## src/rtl/scl_gen_pkg.sv

```systemverilog
package scl_gen_pkg;
  typedef enum logic {
    GEN_IDLE = 1'b0,
    GEN_RUN  = 1'b1
  } gen_state_e;
endpackage

```

## src/rtl/scl_run_ctrl.sv

```systemverilog
module scl_run_ctrl
  import scl_gen_pkg::*;
#(
  parameter int CNT_W = 8
) (
  input  logic             clk,
  input  logic             rst_n,
  input  logic             start_p,
  input  logic             done_p,
  input  logic [CNT_W-1:0] reload_val,
  output gen_state_e       state_o,
  output logic             load_o,
  output logic [CNT_W-1:0] rate_o
);
  gen_state_e       state_q;
  logic [CNT_W-1:0] rate_q;
  logic             rate_ok;

  // a zero rate cannot form a clock; refuse it at the door
  assign rate_ok = (reload_val != '0);
  assign load_o  = (state_q == GEN_IDLE) && start_p && !done_p && rate_ok;

  always_ff @(posedge clk or negedge rst_n) begin
    if (!rst_n) begin
      state_q <= GEN_IDLE;
    end else if (done_p) begin
      state_q <= GEN_IDLE;
    end else if (load_o) begin
      state_q <= GEN_RUN;
    end
  end

  always_ff @(posedge clk or negedge rst_n) begin
    if (!rst_n) begin
      rate_q <= '0;
    end else if (load_o) begin
      rate_q <= reload_val;
    end
  end

  assign state_o = state_q;
  assign rate_o  = rate_q;
endmodule

```

## src/rtl/scl_half_cnt.sv

```systemverilog
module scl_half_cnt #(
  parameter int CNT_W = 8
) (
  input  logic             clk,
  input  logic             rst_n,
  input  logic             run_i,
  input  logic             load_i,
  input  logic             stop_i,
  input  logic             tick_i,
  input  logic [CNT_W-1:0] start_val_i,
  input  logic [CNT_W-1:0] rate_i,
  output logic             wrap_o
);
  logic [CNT_W-1:0] cnt_q;
  logic             at_zero;
  logic             step;

  assign at_zero = (cnt_q == '0);
  assign step    = run_i && tick_i && !stop_i;
  assign wrap_o  = step && at_zero;

  always_ff @(posedge clk or negedge rst_n) begin
    if (!rst_n) begin
      cnt_q <= '0;
    end else if (stop_i) begin
      cnt_q <= '0;
    end else if (load_i) begin
      cnt_q <= start_val_i;
    end else if (step) begin
      if (at_zero) cnt_q <= rate_i;
      else         cnt_q <= cnt_q - 1'b1;
    end
  end
endmodule

```

## src/rtl/scl_edge_out.sv

```systemverilog
module scl_edge_out #(
  parameter logic IDLE_LVL = 1'b1
) (
  input  logic clk,
  input  logic rst_n,
  input  logic wrap_i,
  output logic scl_o,
  output logic roll_o
);
  logic scl_q;
  logic roll_q;

  always_ff @(posedge clk or negedge rst_n) begin
    if (!rst_n) begin
      scl_q  <= IDLE_LVL;
      roll_q <= 1'b0;
    end else begin
      roll_q <= wrap_i;
      if (wrap_i) scl_q <= ~scl_q;
    end
  end

  assign scl_o  = scl_q;
  assign roll_o = roll_q;
endmodule

```

## src/rtl/scl_rate_gen.sv

```systemverilog
module scl_rate_gen
  import scl_gen_pkg::*;
#(
  parameter int   CNT_W    = 8,
  parameter logic IDLE_LVL = 1'b1
) (
  input  logic             clk,
  input  logic             rst_n,
  input  logic             tick_en,
  input  logic [CNT_W-1:0] reload_val,
  input  logic             start_p,
  input  logic             done_p,
  output logic             scl_o,
  output logic             roll_o
);
  gen_state_e       gen_st;
  logic             load_w;
  logic             run_w;
  logic             wrap_w;
  logic [CNT_W-1:0] rate_w;

  scl_run_ctrl #(.CNT_W(CNT_W)) u_ctrl (
    .clk        (clk),
    .rst_n      (rst_n),
    .start_p    (start_p),
    .done_p     (done_p),
    .reload_val (reload_val),
    .state_o    (gen_st),
    .load_o     (load_w),
    .rate_o     (rate_w)
  );

  assign run_w = (gen_st == GEN_RUN);

  scl_half_cnt #(.CNT_W(CNT_W)) u_cnt (
    .clk         (clk),
    .rst_n       (rst_n),
    .run_i       (run_w),
    .load_i      (load_w),
    .stop_i      (done_p),
    .tick_i      (tick_en),
    .start_val_i (reload_val),
    .rate_i      (rate_w),
    .wrap_o      (wrap_w)
  );

  scl_edge_out #(.IDLE_LVL(IDLE_LVL)) u_out (
    .clk    (clk),
    .rst_n  (rst_n),
    .wrap_i (wrap_w),
    .scl_o  (scl_o),
    .roll_o (roll_o)
  );
endmodule

```

## config.mk

```make
export PLATFORM = sky130hd
export DESIGN_NAME = scl_rate_gen
export DESIGN_NICKNAME = d
export VERILOG_FILES = /design/src/rtl/scl_gen_pkg.sv /design/src/rtl/scl_run_ctrl.sv /design/src/rtl/scl_half_cnt.sv /design/src/rtl/scl_edge_out.sv /design/src/rtl/scl_rate_gen.sv
export SDC_FILE = /design/constraint.sdc
export NUM_CORES = 1
export LEC_CHECK = 0
export ABC_AREA = 1
export BUFFER_PORTS_ARGS = -buffer_cell sky130_fd_sc_hd__buf_4
export CAP_MARGIN = 40
export CORE_MARGIN = 5
export CORE_UTILIZATION = 45
export CTS_BUF_LIST = sky130_fd_sc_hd__clkbuf_4
export CTS_CLUSTER_DIAMETER = 100
export DETAILED_ROUTE_END_ITERATION = 6
export PLACE_DENSITY = 0.78
export SLEW_MARGIN = 20
export SYNTH_ARGS = -nofsm -noshare
export SYNTH_HDL_FRONTEND = slang
export SYNTH_SLANG_ARGS = --single-unit
```

## constraint.sdc

```tcl
create_clock -name clk -period 1.4 [get_ports clk]
set_clock_uncertainty 0.15 [all_clocks]
set_input_delay 0.14 -clock clk [delete_from_list [all_inputs] [get_ports clk]]
set_output_delay 0.14 -clock clk [all_outputs]
set_load 0.02 [all_outputs]
```

# == Word-level counts from Yosys, hierarchy flattened ==
# Cells that the tools add are included.
# totals
ff_bits,19
word_cells,25
# op_classes
n_addsub,1
n_reduce_logical,11
mux,6
n_bitwise,2
# ops
op,n
$mux W8,4
$logic_not A8 Y1,1
$reduce_bool A8 Y1,1
$sub A8 B1 Y8 const B,1
$logic_and A1 B1 Y1,6
$reduce_bool A3 Y1,1
$mux W1,2
$not A1 Y1,2
$reduce_bool A2 Y1,1
$logic_not A1 Y1,1

# == Logic depth before layout (Yosys ltp) ==
# Gate-level depths: netlist (run 1).
# depth
ltp_word,6
mapped_depth,10

# == Hierarchy ==
# From an unflattened synthesis (run 1), not the netlist that was laid out.
# unflattened
hier_cells,172
hier_area_um2,1157.4
# modules_own_cells
module,seq_area_each_um2,instances,cells_per_inst,area_each_um2
scl_half_cnt,200.2,1,117,684.4
scl_run_ctrl,225.2,1,48,402.9
scl_edge_out,51.3,1,7,70.1

# == Worst setup path before layout (run 1) ==
# No wires, ideal clock.
# synth_timing
path_kind,register to register
from,reg u_cnt.cnt_q[0]
to,reg u_cnt.cnt_q[1]
slack_ns,-0.099
path_stages_with_launch,10
t_required_ns,1.134
setup_time_ns,0.116
period_less_slack_ns,1.499
arrival_ns,1.232
cell_sequence,dfrtp_1 -> inv_1 -> ha_1 -> nand3_1 -> nor2_4 -> nand2_1 -> nand3_1 -> nand2_1 -> nand2_1 -> nand2_1
# synth_between
elab_chain_cells,5
# synth_rtl
element,line_no,text
from (decl),scl_half_cnt.sv:14,logic [CNT_W-1:0] cnt_q;
from (signal assigned),scl_half_cnt.sv:28,cnt_q <= start_val_i;
from (signal assigned),scl_half_cnt.sv:30,if (at_zero) cnt_q <= rate_i;
from (signal assigned),scl_half_cnt.sv:31,else cnt_q <= cnt_q - 1'b1;
$sub A8 B1 Y8 / $logic_not A8 Y1 (equally long branches),"scl_half_cnt.sv:31, scl_half_cnt.sv:18",
$mux W8 *,scl_half_cnt.sv:30,
$mux W8 *,scl_half_cnt.sv:29,end else if (step) begin
$mux W8 *,scl_half_cnt.sv:27,end else if (load_i) begin
$mux W8 *,scl_half_cnt.sv:25,end else if (stop_i) begin
# Every way passes the cells marked *; elsewhere a longest branch is shown, timed or not. The select of a mux whose other input is x is not followed.
# A chain may end at the register's enable or synchronous reset.

# == Worst setup path after layout (run 1) ==
# layout_timing
from,reg u_cnt.cnt_q[0]
to,reg u_cnt.cnt_q[5]
# The elaborated chain is that of the path after synthesis.

==> results.py, run 1 <==
metrics = {
    "clocking": {
        "clock-sinks": 19,
        "h-tree-depth": 1,
        "clockBufferDepth": 2,
        "numCtsBuffers": 3,
        "clk_latency_ns": 0.31,
        "clk_pin_slew_worst_paths_ns": 0.11,
        "root_buffer": "clkbuf_4",
        "cts_tree": "yes",
    },
    "yosys": {
        "synthArstFlopShare": 1.00,
        "yosysSeqAreaShare": 0.417,
        "yosysTopAreaCellShare": 0.394,
        "synthesis.instances": 161,
        "synth_area_um2": 1140,
        "yosys.cell_count.top_type": "nand2_1",
        "syn_area_per_cell_um2": 7.10,
        "synthTopCellsByArea": "dfrtp_1, nand2_1, nand3_1",
        "ys_top_cells_by_count": "nand2_1, dfrtp_1, nor2_1, nand3_1, inv_1",
        "synthFlopType": "dfrtp_1",
        "synth_edf_count": 0,
        "ys_ff_latch": 19,
        "postSynthNetCount": 176,
        "ys_types": 23,
        "yosysTopAreaCell": "dfrtp_1",
        "yosys_warnings": 0,
    },
    "sta": {
        "final-max-slew-violation-count": 0,
        "fin_tns_setup_ns": -0.726,
        "fin_ws_ns": -0.127,
        "slew_headroom": 0.825,
        "setup_violations": 10,
        "finalCriticalPeriod_ns": 1.53,
        "fin_crit_sh": 1.09,
        "fmax_ghz": 0.655,
        "worst_pin_slew_ns": 0.263,
        "holdWs_ns": 0.0884,
        "hold_viol": 0,
        "rsz0062_at_grt": "yes",
    },
    "critical_path": {
        "r2r_cells": 10,
        "endpoint_kind": "flip-flop",
        "crit_fanout": 3,
        "critPathRequiredTime_ns": 1.47,
        "critPathArrivalTime_ns": 1.59,
        "reg2reg_slack_ns": -0.13,
        "start_kind": "flip-flop",
        "critPathKind": "flip-flop to flip-flop",
        "regToRegEndpoint": "u_cnt.cnt_q[5]",
        "worstReg2RegStart": "u_cnt.cnt_q[0]",
    },
    "pwr": {
        "power_switching_mw": 1.26,
        "ir_drop_mv": 1.04,
        "intPower_mw": 1.51,
        "design_power_total_mw": 2.77,
        "p_leak_nw": 0.887,
        "powerDensity_nw_per_um2": 1670,
        "pwr-share-clk": 0.114,
        "p_seq_frac": 0.274,
        "p_sw_frac": 0.454,
        "comb_power_share": 0.612,
    },
    "global_route": {
        "grt_pass1_wl_um": 5550,
        "grt_max_degree": 20,
        "track_usage": 0.206,
        "antenna_found_initial": 0,
        "overflow": 0,
        "first_global_vias": 1228,
    },
    "floorplanning": {
        "die_w_um": 60.4,
        "floorplan.core_area_um2": 2450,
        "die_h_um": 60.4,
        "die_area_um2": 3650,
        "start_util": 0.466,
        "rows": 18,
        "io_pins": 15,
    },
    "run_status": {
        "status": "finished with violations",
        "violations": "setup timing",
    },
    "place": {
        "io_buffers": 14,
        "place_hpwl_um": 2210,
        "gp_congestion": 0.842,
    },
    "final_layout": {
        "num-nets-final": 222,
        "multi_input_area_um2": 701,
        "synthToLayoutAreaGrowth_pct": 45.4,
        "seq_area_um2": 477,
        "fillCellCount": 206,
        "antenna_cells": 0,
        "final_layout_size_suffix_gt1_frac": 0.359,
    },
    "min_path": {
        "min_path_type": "input port to async pin",
    },
    "routing": {
        "drcViolationCount": 0,
        "routed_via_density": 5.23,
        "vias": 1235,
        "dr.pass1.iters": 4,
        "postRouteWirelength_um": 3330,
        "first_iter_violations": 72,
        "wl_per_cell_um": 14.1,
        "ant_nets": 0,
    },
    "job": {
        "cap_violations": 0,
    },
}
==> metal layers <==
metal	wire length, um	global-route usage
met1	1380	0.260
met2	1710	0.350
met3	140	0.0298
met4	101	0.0929
met5	0	0
==> area by class of cell <==
type,count,area share
sequential,19,0.287
inverter,19,0.0429
timing repair buffer,42,0.208
clock buffer,4,0.0181
tap,30,0.0226
multi-input combinational,122,0.421
==> power groups by stage <==
stage	logic, mW	clock network (mW)	registers, mW
6_report	1.70	0.316	0.759
5_1_grt	1.86	0.334	0.774
4_1_cts	1.54	0.314	0.753
3_5_place_dp	1.35	0	0.765
3_3_place_gp	1.30	0	0.760
2_1_floorplan	0.898	0	0.787
==> repair_timing <==
action | in CTS | in global routing
hold endpoints to repair | 29 | 4
hold buffers | 9 | 2
cloned | 1 | 0
setup buffers | 2 | 0
pin swaps | 10 | 17
gates resized for setup | 11 | 11
endpoints found under the setup margin | 9 | 11
==> state kept, by name, indices dropped and copies added, names as in the netlist <==
register        count
u_ctrl.rate_o       8
u_out.roll_o        1
u_cnt.cnt_q         8
u_out.scl_o         1
u_ctrl.state_o      1
==> worst max-delay path, stage by stage, from the launching register on <==
cell and delay (ns):
dfrtp_1 0.41, inv_2 0.11, buf_4 0.12, buf_4 0.10, nand3_1 0.09, nand2_1 0.10, nand3_2 0.09, nand3_2 0.08
nand2_1 0.05, nand2_1 0.07, nand2_1 0.05
==> worst max-delay path by stage <==
stage | from | end | slack [ns] | cells after the start
CTS | u_cnt.cnt_q[0] | u_cnt.cnt_q[2] | -0.09 | 9
global placement | u_cnt.cnt_q[0] | u_cnt.cnt_q[5] | -0.05 | 10
finish | u_cnt.cnt_q[0] | u_cnt.cnt_q[5] | -0.13 | 10
detailed placement | u_cnt.cnt_q[0] | u_cnt.cnt_q[2] | -0.1 | 9
global route | u_cnt.cnt_q[0] | u_cnt.cnt_q[5] | -0.20 | 10
floorplan | u_cnt.cnt_q[0] | u_cnt.cnt_q[1] | -0.002 | 9
==> layout by cell type, fill, tap and decap left out <==
cell type      synthesis  final
xnor2_2                0      1
nor2_2                 2      3
inv_2                  6      9
o21ai_2                1      2
dlygate4sd3_1          0     11
dfrtp_1               18     18
nand2_2                2      4
buf_4                  1     30
nand2_1               59     57
ha_4                   0      2
dfstp_2                1      1
nand3_2                1      8
nor2_1                18     15
a21oi_1                2      2
o21ai_1                1      3
nand2_4                1      1
inv_1                 13     10
nor2_4                 3      6
o21ai_0                9      6
nand3_1               16      8
nor3_4                 0      1
xor2_1                 1      1
clkbuf_4               0      4
nand4_1                1      1
nand3_4                0      1
buf_6                  1      1
==> per-stage QoR <==
step                      setup WS (ns)  utilization  cell area [um2]  std cells
final                            -0.127        0.677             1660        236
after floorplan                -0.00168            -             1180        161
after global routing             -0.202        0.677             1660        236
after CTS                       -0.0925        0.654             1610        234
after global placement          -0.0476        0.578             1420        218
after detailed placement        -0.0990        0.578             1420        218
==> cell families after synthesis <==
| group | synth area share |
|---|---|
| xor gates and xnor gates | 0.0153 |
| DFF | 0.417 |
| AOI/OAI and AO/OA | 0.0602 |
| adders and majority gates | 0.0219 |
| and+or+nand+nor | 0.407 |
| buffers and inverters | 0.0788 |
No activity file was read; power rests on OpenSTA's default activity.
==> run 2, diff against run 1 <==
Settings changed: ABC_AREA 1 to unset.
==> results.py, run 2 <==
metrics = {
    "floorplanning": {
        "die_h_um": 59.7,
        "rows": 18,
        "die_area_um2": 3570,
        "io_pins": 15,
        "die_w_um": 59.7,
        "floorplan.core_area_um2": 2410,
        "start_util": 0.462,
    },
    "final_layout": {
        "num-nets-final": 193,
        "synthToLayoutAreaGrowth_pct": 58.9,
        "final_cell_count_no_fill": 207,
        "fillCellCount": 139,
        "antenna_cells": 0,
        "utilization": 0.734,
        "final_layout_size_suffix_gt1_frac": 0.531,
        "final_cell_mix": "buf_4, nand2_1, dfrtp_1",
        "layout_commonest_cell": "buf_4",
    },
    "job": {
        "cap_violations": 0,
    },
    "global_route": {
        "use_met1": 0.230,
        "grt_pass1_wl_um": 5220,
        "met3_usage": 0.0281,
        "globalRouteMet2Util": 0.363,
        "grt_max_degree": 20,
        "first_global_vias": 1186,
        "antenna_found_initial": 0,
        "overflow": 0,
        "grt_busiest_layer": "met2",
        "track_usage": 0.199,
    },
    "clocking": {
        "clockBufferDepth": 2,
        "h-tree-depth": 1,
        "root_buffer": "clkbuf_4",
        "cts_tree": "yes",
        "clk_latency_ns": 0.31,
        "clock-sinks": 19,
        "numCtsBuffers": 3,
        "clk_pin_slew_worst_paths_ns": 0.11,
    },
    "routing": {
        "routed_via_density": 5.59,
        "ant_nets": 0,
        "drcViolationCount": 0,
        "wl_per_cell_um": 16.6,
        "dr.pass1.iters": 4,
        "vias": 1158,
        "postRouteWirelength_um": 3440,
        "first_iter_violations": 40,
    },
    "yosys": {
        "synthesis.instances": 116,
        "yosys_warnings": 0,
        "ys_ff_latch": 19,
        "syn_area_per_cell_um2": 9.59,
        "synthTopCellsByArea": "dfrtp_1, nand2_1, nor4b_4",
        "yosysTopAreaCellShare": 0.405,
        "synthFlopType": "dfrtp_1",
        "yosysSeqAreaShare": 0.429,
        "yosysTopAreaCell": "dfrtp_1",
        "yosys.cell_count.top_type": "nand2_1",
        "postSynthNetCount": 131,
        "ys_types": 39,
        "synth_edf_count": 0,
        "synthArstFlopShare": 1.00,
        "ys_top_cells_by_count": "nand2_1, dfrtp_1, nor2_1, a21oi_1, inv_1",
        "synth_area_um2": 1110,
    },
    "place": {
        "gp_congestion": 0.847,
        "io_buffers": 14,
        "dp.cells": 194,
        "place_hpwl_um": 2320,
    },
    "sta": {
        "slew_headroom": 0.798,
        "finalCriticalPeriod_ns": 1.78,
        "hold_viol": 0,
        "fin_ws_ns": -0.377,
        "holdWs_ns": 0.0199,
        "worst_pin_slew_ns": 0.299,
        "rsz0062_at_grt": "yes",
        "fin_crit_sh": 1.27,
        "final-max-slew-violation-count": 0,
        "setup_violations": 17,
        "fmax_ghz": 0.563,
    },
    "critical_path": {
        "critPathRequiredTime_ns": 1.50,
        "critPathArrivalTime_ns": 1.88,
        "endpoint_kind": "flip-flop",
        "slowest_stage": "dfrtp_1",
        "max_stage_delay_ns": 0.40,
        "critPathKind": "flip-flop to flip-flop",
        "cp_cell_sequence": "inv_2 -> ha_4 -> nor4b_4 -> nand2_2 -> mux2i_1 -> a221o_1 -> nor2_1",
        "crit_fanout": 5,
        "start_kind": "flip-flop",
    },
    "pwr": {
        "powerDensity_nw_per_um2": 1020,
        "ir_drop_mv": 0.882,
        "p_leak_nw": 0.852,
    },
    "min_path": {
        "min_path_type": "input port to flip-flop",
    },
    "run_status": {
        "status": "finished with violations",
        "violations": "setup timing",
    },
}
## run 2: cell types whose count changed after synthesis, moves of 3 or more
cell     before  now
nand3_1      16    1
inv_1        13    4
o21ai_0       9    3
inv_2         6    0
nor3_1        0    3
nor2_4        3    0
nor2_1       18    8
nand2_1      59   32
mux2i_1       0    3
a21oi_1       2    6
## run 2: power breakdown
group / total [mW] / internal (mW) / leakage [nW] / switching, mW
Clock: 0.285 / 0.107 / 0.0177 / 0.178
Combinational: 0.802 / 0.425 / 0.592 / 0.377
Sequential: 0.723 / 0.646 / 0.243 / 0.0766
## run 2: logic make-up after synthesis
| kind of cell | share of synthesized area |
|---|---|
| simple gates | 0.310 |
| compound gates | 0.157 |
| flops | 0.429 |
| buf+inv | 0.0281 |
| mux | 0.0371 |
| xor+xnor | 0.0158 |
| fa+ha+maj | 0.0225 |
## run 2: per-stage QoR
stage	area (um2)	setup TNS, ns	setup WS, ns	power [mW]
floorplan	1130	-1.68	-0.314	1.07
global placement	1550	-2.72	-0.263	1.37
detailed placement	1550	-3.38	-0.390	1.40
CTS	1720	-3.31	-0.344	1.75
global route	1770	-4.92	-0.451	1.91
finish	1770	-3.67	-0.377	1.81
## run 2: worst max-delay path: cells and delay by family (launching register included)
family / cells / cell delay (ns)
compound gates: 1 / 0.33
buf+inv: 1 / 0.09
mux: 1 / 0.16
simple gates: 3 / 0.47
fa+ha+maj: 1 / 0.14
flops: 1 / 0.40
## run 2: timing repair
action                                  in CTS  in global routing
endpoints found under the hold margin       22                  0
hold buffers                                 4                  0
pin swaps                                   12                  6
endpoints found under the setup margin      17                 19
buffers inserted                             5                  2
gates resized for setup                     20                 13
## run 2: cell type report
cell class	instances	area, um2	share of cell area
tap	30	37.5	0.0212
multi-input combinational	90	707	0.400
clock inverter	1	5.00	0.00283
sequential	19	478	0.270
timing repair buffer	60	503	0.285
clock buffer	3	22.5	0.0127
inverter	4	15.0	0.00849
## run 2: per-layer routing
layer  vias to the layer above  part of all wire
met1                       566              0.38
met5                         -                 0
met4                         0             0.024
li1                        541                 -
met2                        41              0.56
met3                        10             0.036
## run 2: worst paths after layout
path,start,end,slack (ns),cells past startpoint
hold reg to reg,u_ctrl.rate_o[1],u_ctrl.rate_o[1],0.35,2
setup / recovery,u_cnt.cnt_q[1],u_cnt.cnt_q[3],-0.38,7
setup reg to reg,u_cnt.cnt_q[1],u_cnt.cnt_q[3],-0.38,7
min in group asynchronous,rst_n,u_ctrl.rate_o[0],0.07,2
hold / removal,tick_en,u_out.roll_o,0.02,3
max in group asynchronous,rst_n,u_out.scl_o,0.76,2
==> run 3, diff against run 2 <==
Settings changed: PLACE_DENSITY 0.78 to unset, PLACE_DENSITY_LB_ADDON set to 0.08.
==> results.py, run 3 (synthesis gave the netlist of run 2 again) <==
metrics = {
    "critical_path": {
        "crit_fanout": 6,
        "regToRegEndpoint": "u_cnt.cnt_q[3]",
        "r2r_cells": 7,
        "start_kind": "flip-flop",
        "worstReg2RegStart": "u_cnt.cnt_q[0]",
        "max_stage_delay_ns": 0.41,
        "critPathRequiredTime_ns": 1.48,
        "slowest_stage": "dfrtp_1",
        "critPathKind": "flip-flop to flip-flop",
        "endpoint_kind": "flip-flop",
        "reg2reg_slack_ns": -0.39,
        "cp_cell_sequence": "inv_2 -> ha_4 -> nor4b_4 -> nand2_2 -> mux2i_1 -> a221o_1 -> nor2_1",
        "critPathArrivalTime_ns": 1.87,
    },
    "final_layout": {
        "design_area_um2": 1810,
        "num-nets-final": 197,
        "synthToLayoutAreaGrowth_pct": 62.4,
        "final_cell_mix": "buf_4, nand2_1, dfrtp_1",
        "final_layout_size_suffix_gt1_frac": 0.569,
        "utilization": 0.750,
        "fillCellCount": 162,
        "seq_area_um2": 478,
        "final_cell_count_no_fill": 211,
        "antenna_cells": 0,
        "multi_input_area_um2": 703,
        "layout_commonest_cell": "buf_4",
    },
    "place": {
        "post_dp_cell_area_um2": 1540,
        "dp.cells": 192,
        "dp_slack_ns": -0.351,
        "io_buffers": 14,
        "place_hpwl_um": 2250,
        "gp_congestion": 0.839,
    },
    "global_route": {
        "overflow": 0,
        "antenna_found_initial": 0,
        "grt_pass1_wl_um": 5510,
        "track_usage": 0.205,
        "grt_max_degree": 20,
        "first_global_vias": 1207,
    },
    "routing": {
        "vias": 1129,
        "postRouteWirelength_um": 3180,
        "drcViolationCount": 0,
        "ant_nets": 0,
        "dr.pass1.iters": 4,
        "routed_via_density": 5.35,
        "wl_per_cell_um": 15.1,
        "first_iter_violations": 39,
    },
    "floorplanning": {
        "io_pins": 15,
        "die_area_um2": 3570,
        "die_h_um": 59.7,
        "die_w_um": 59.7,
        "rows": 18,
        "start_util": 0.462,
        "floorplan.core_area_um2": 2410,
    },
    "sta": {
        "final-max-slew-violation-count": 0,
        "fin_crit_sh": 1.28,
        "rsz0062_at_grt": "yes",
        "fin_ws_ns": -0.394,
        "slew_headroom": 0.809,
        "hold_viol": 0,
        "fmax_ghz": 0.557,
        "setup_violations": 15,
        "worst_pin_slew_ns": 0.283,
        "finalCriticalPeriod_ns": 1.79,
    },
    "min_path": {
        "holdPathStages": 4,
        "min_to": "u_ctrl.rate_o[1]",
        "hold_path.startpoint": "reload_val[1]",
        "min_path_type": "input port to flip-flop",
    },
    "pwr": {
        "power_switching_mw": 0.608,
        "pwr-share-clk": 0.165,
        "p_leak_nw": 0.872,
        "intPower_mw": 1.22,
        "comb_power_share": 0.438,
        "ir_drop_mv": 0.837,
        "powerDensity_nw_per_um2": 1010,
        "p_seq_frac": 0.397,
        "p_sw_frac": 0.332,
    },
    "clocking": {
        "clock-sinks": 19,
        "cts_tree": "yes",
        "h-tree-depth": 1,
        "clk_latency_ns": 0.30,
        "clk_pin_slew_worst_paths_ns": 0.11,
        "clockBufferDepth": 2,
        "numCtsBuffers": 3,
        "root_buffer": "clkbuf_4",
    },
    "run_status": {
        "status": "finished with violations",
        "violations": "setup timing",
    },
    "job": {
        "cap_violations": 0,
    },
}
-- run 3: worst max-delay path by stage --
stage | to | cells after the start | start | slack, ns
detailed placement | u_cnt.cnt_q[4] | 6 | u_cnt.cnt_q[1] | -0.35
global route | u_cnt.cnt_q[3] | 7 | u_cnt.cnt_q[0] | -0.49
floorplan | u_cnt.cnt_q[3] | 7 | u_cnt.cnt_q[1] | -0.31
global placement | u_cnt.cnt_q[3] | 7 | u_cnt.cnt_q[1] | -0.26
CTS | u_cnt.cnt_q[3] | 7 | u_cnt.cnt_q[1] | -0.35
finish | u_cnt.cnt_q[3] | 7 | u_cnt.cnt_q[0] | -0.39
-- run 3: area by class of cell --
class / count / share of cell area
Inverter: 4 / 0.00831
Clock buffer: 4 / 0.0166
Multi-Input combinational cell: 90 / 0.389
Timing Repair Buffer: 64 / 0.301
Sequential cell: 19 / 0.265
Tap cell: 30 / 0.0208
-- run 3: worst max-delay path: cells and delay by family (launching register included) --
kind            cells  cell delay, ns
buf+inv             1            0.09
compound gates      1            0.32
mux                 1            0.14
fa+ha+maj           1            0.14
simple gates        3            0.47
flops               1            0.41
-- run 3: power by group through the flow --
stage | Combinational [mW] | Clock (mW) | Sequential, mW
2_1_floorplan | 0.324 | 0 | 0.747
3_3_place_gp | 0.640 | 0 | 0.724
3_5_place_dp | 0.656 | 0 | 0.730
4_1_cts | 0.724 | 0.306 | 0.725
5_1_grt | 0.874 | 0.330 | 0.737
6_report | 0.801 | 0.301 | 0.727
-- run 3: what timing repair did --
action	CTS	global route
cloned	1	0
setup endpoints to repair	16	19
setup buffers	6	7
endpoints found under the hold margin	21	0
pin swaps	16	13
gates resized for setup	20	19
hold buffers	2	0
-- run 3: metrics by stage --
step	total power, mW	setup TNS, ns	hold WS, ns
floorplan	1.07	-1.68	-0.306
global placement	1.36	-2.34	-0.120
detailed placement	1.39	-2.97	-0.117
CTS	1.76	-3.36	0.0145
global route	1.94	-4.85	0.0228
finish	1.83	-3.44	0.0121
-- run 3: layer usage --
metal	vias to the layer above	wire length (um)	track usage
li1	550	-	-
met4	0	14	0.0696
met1	537	1290	0.258
met3	2	224	0.0302
met5	-	0	0
met2	40	1650	0.355
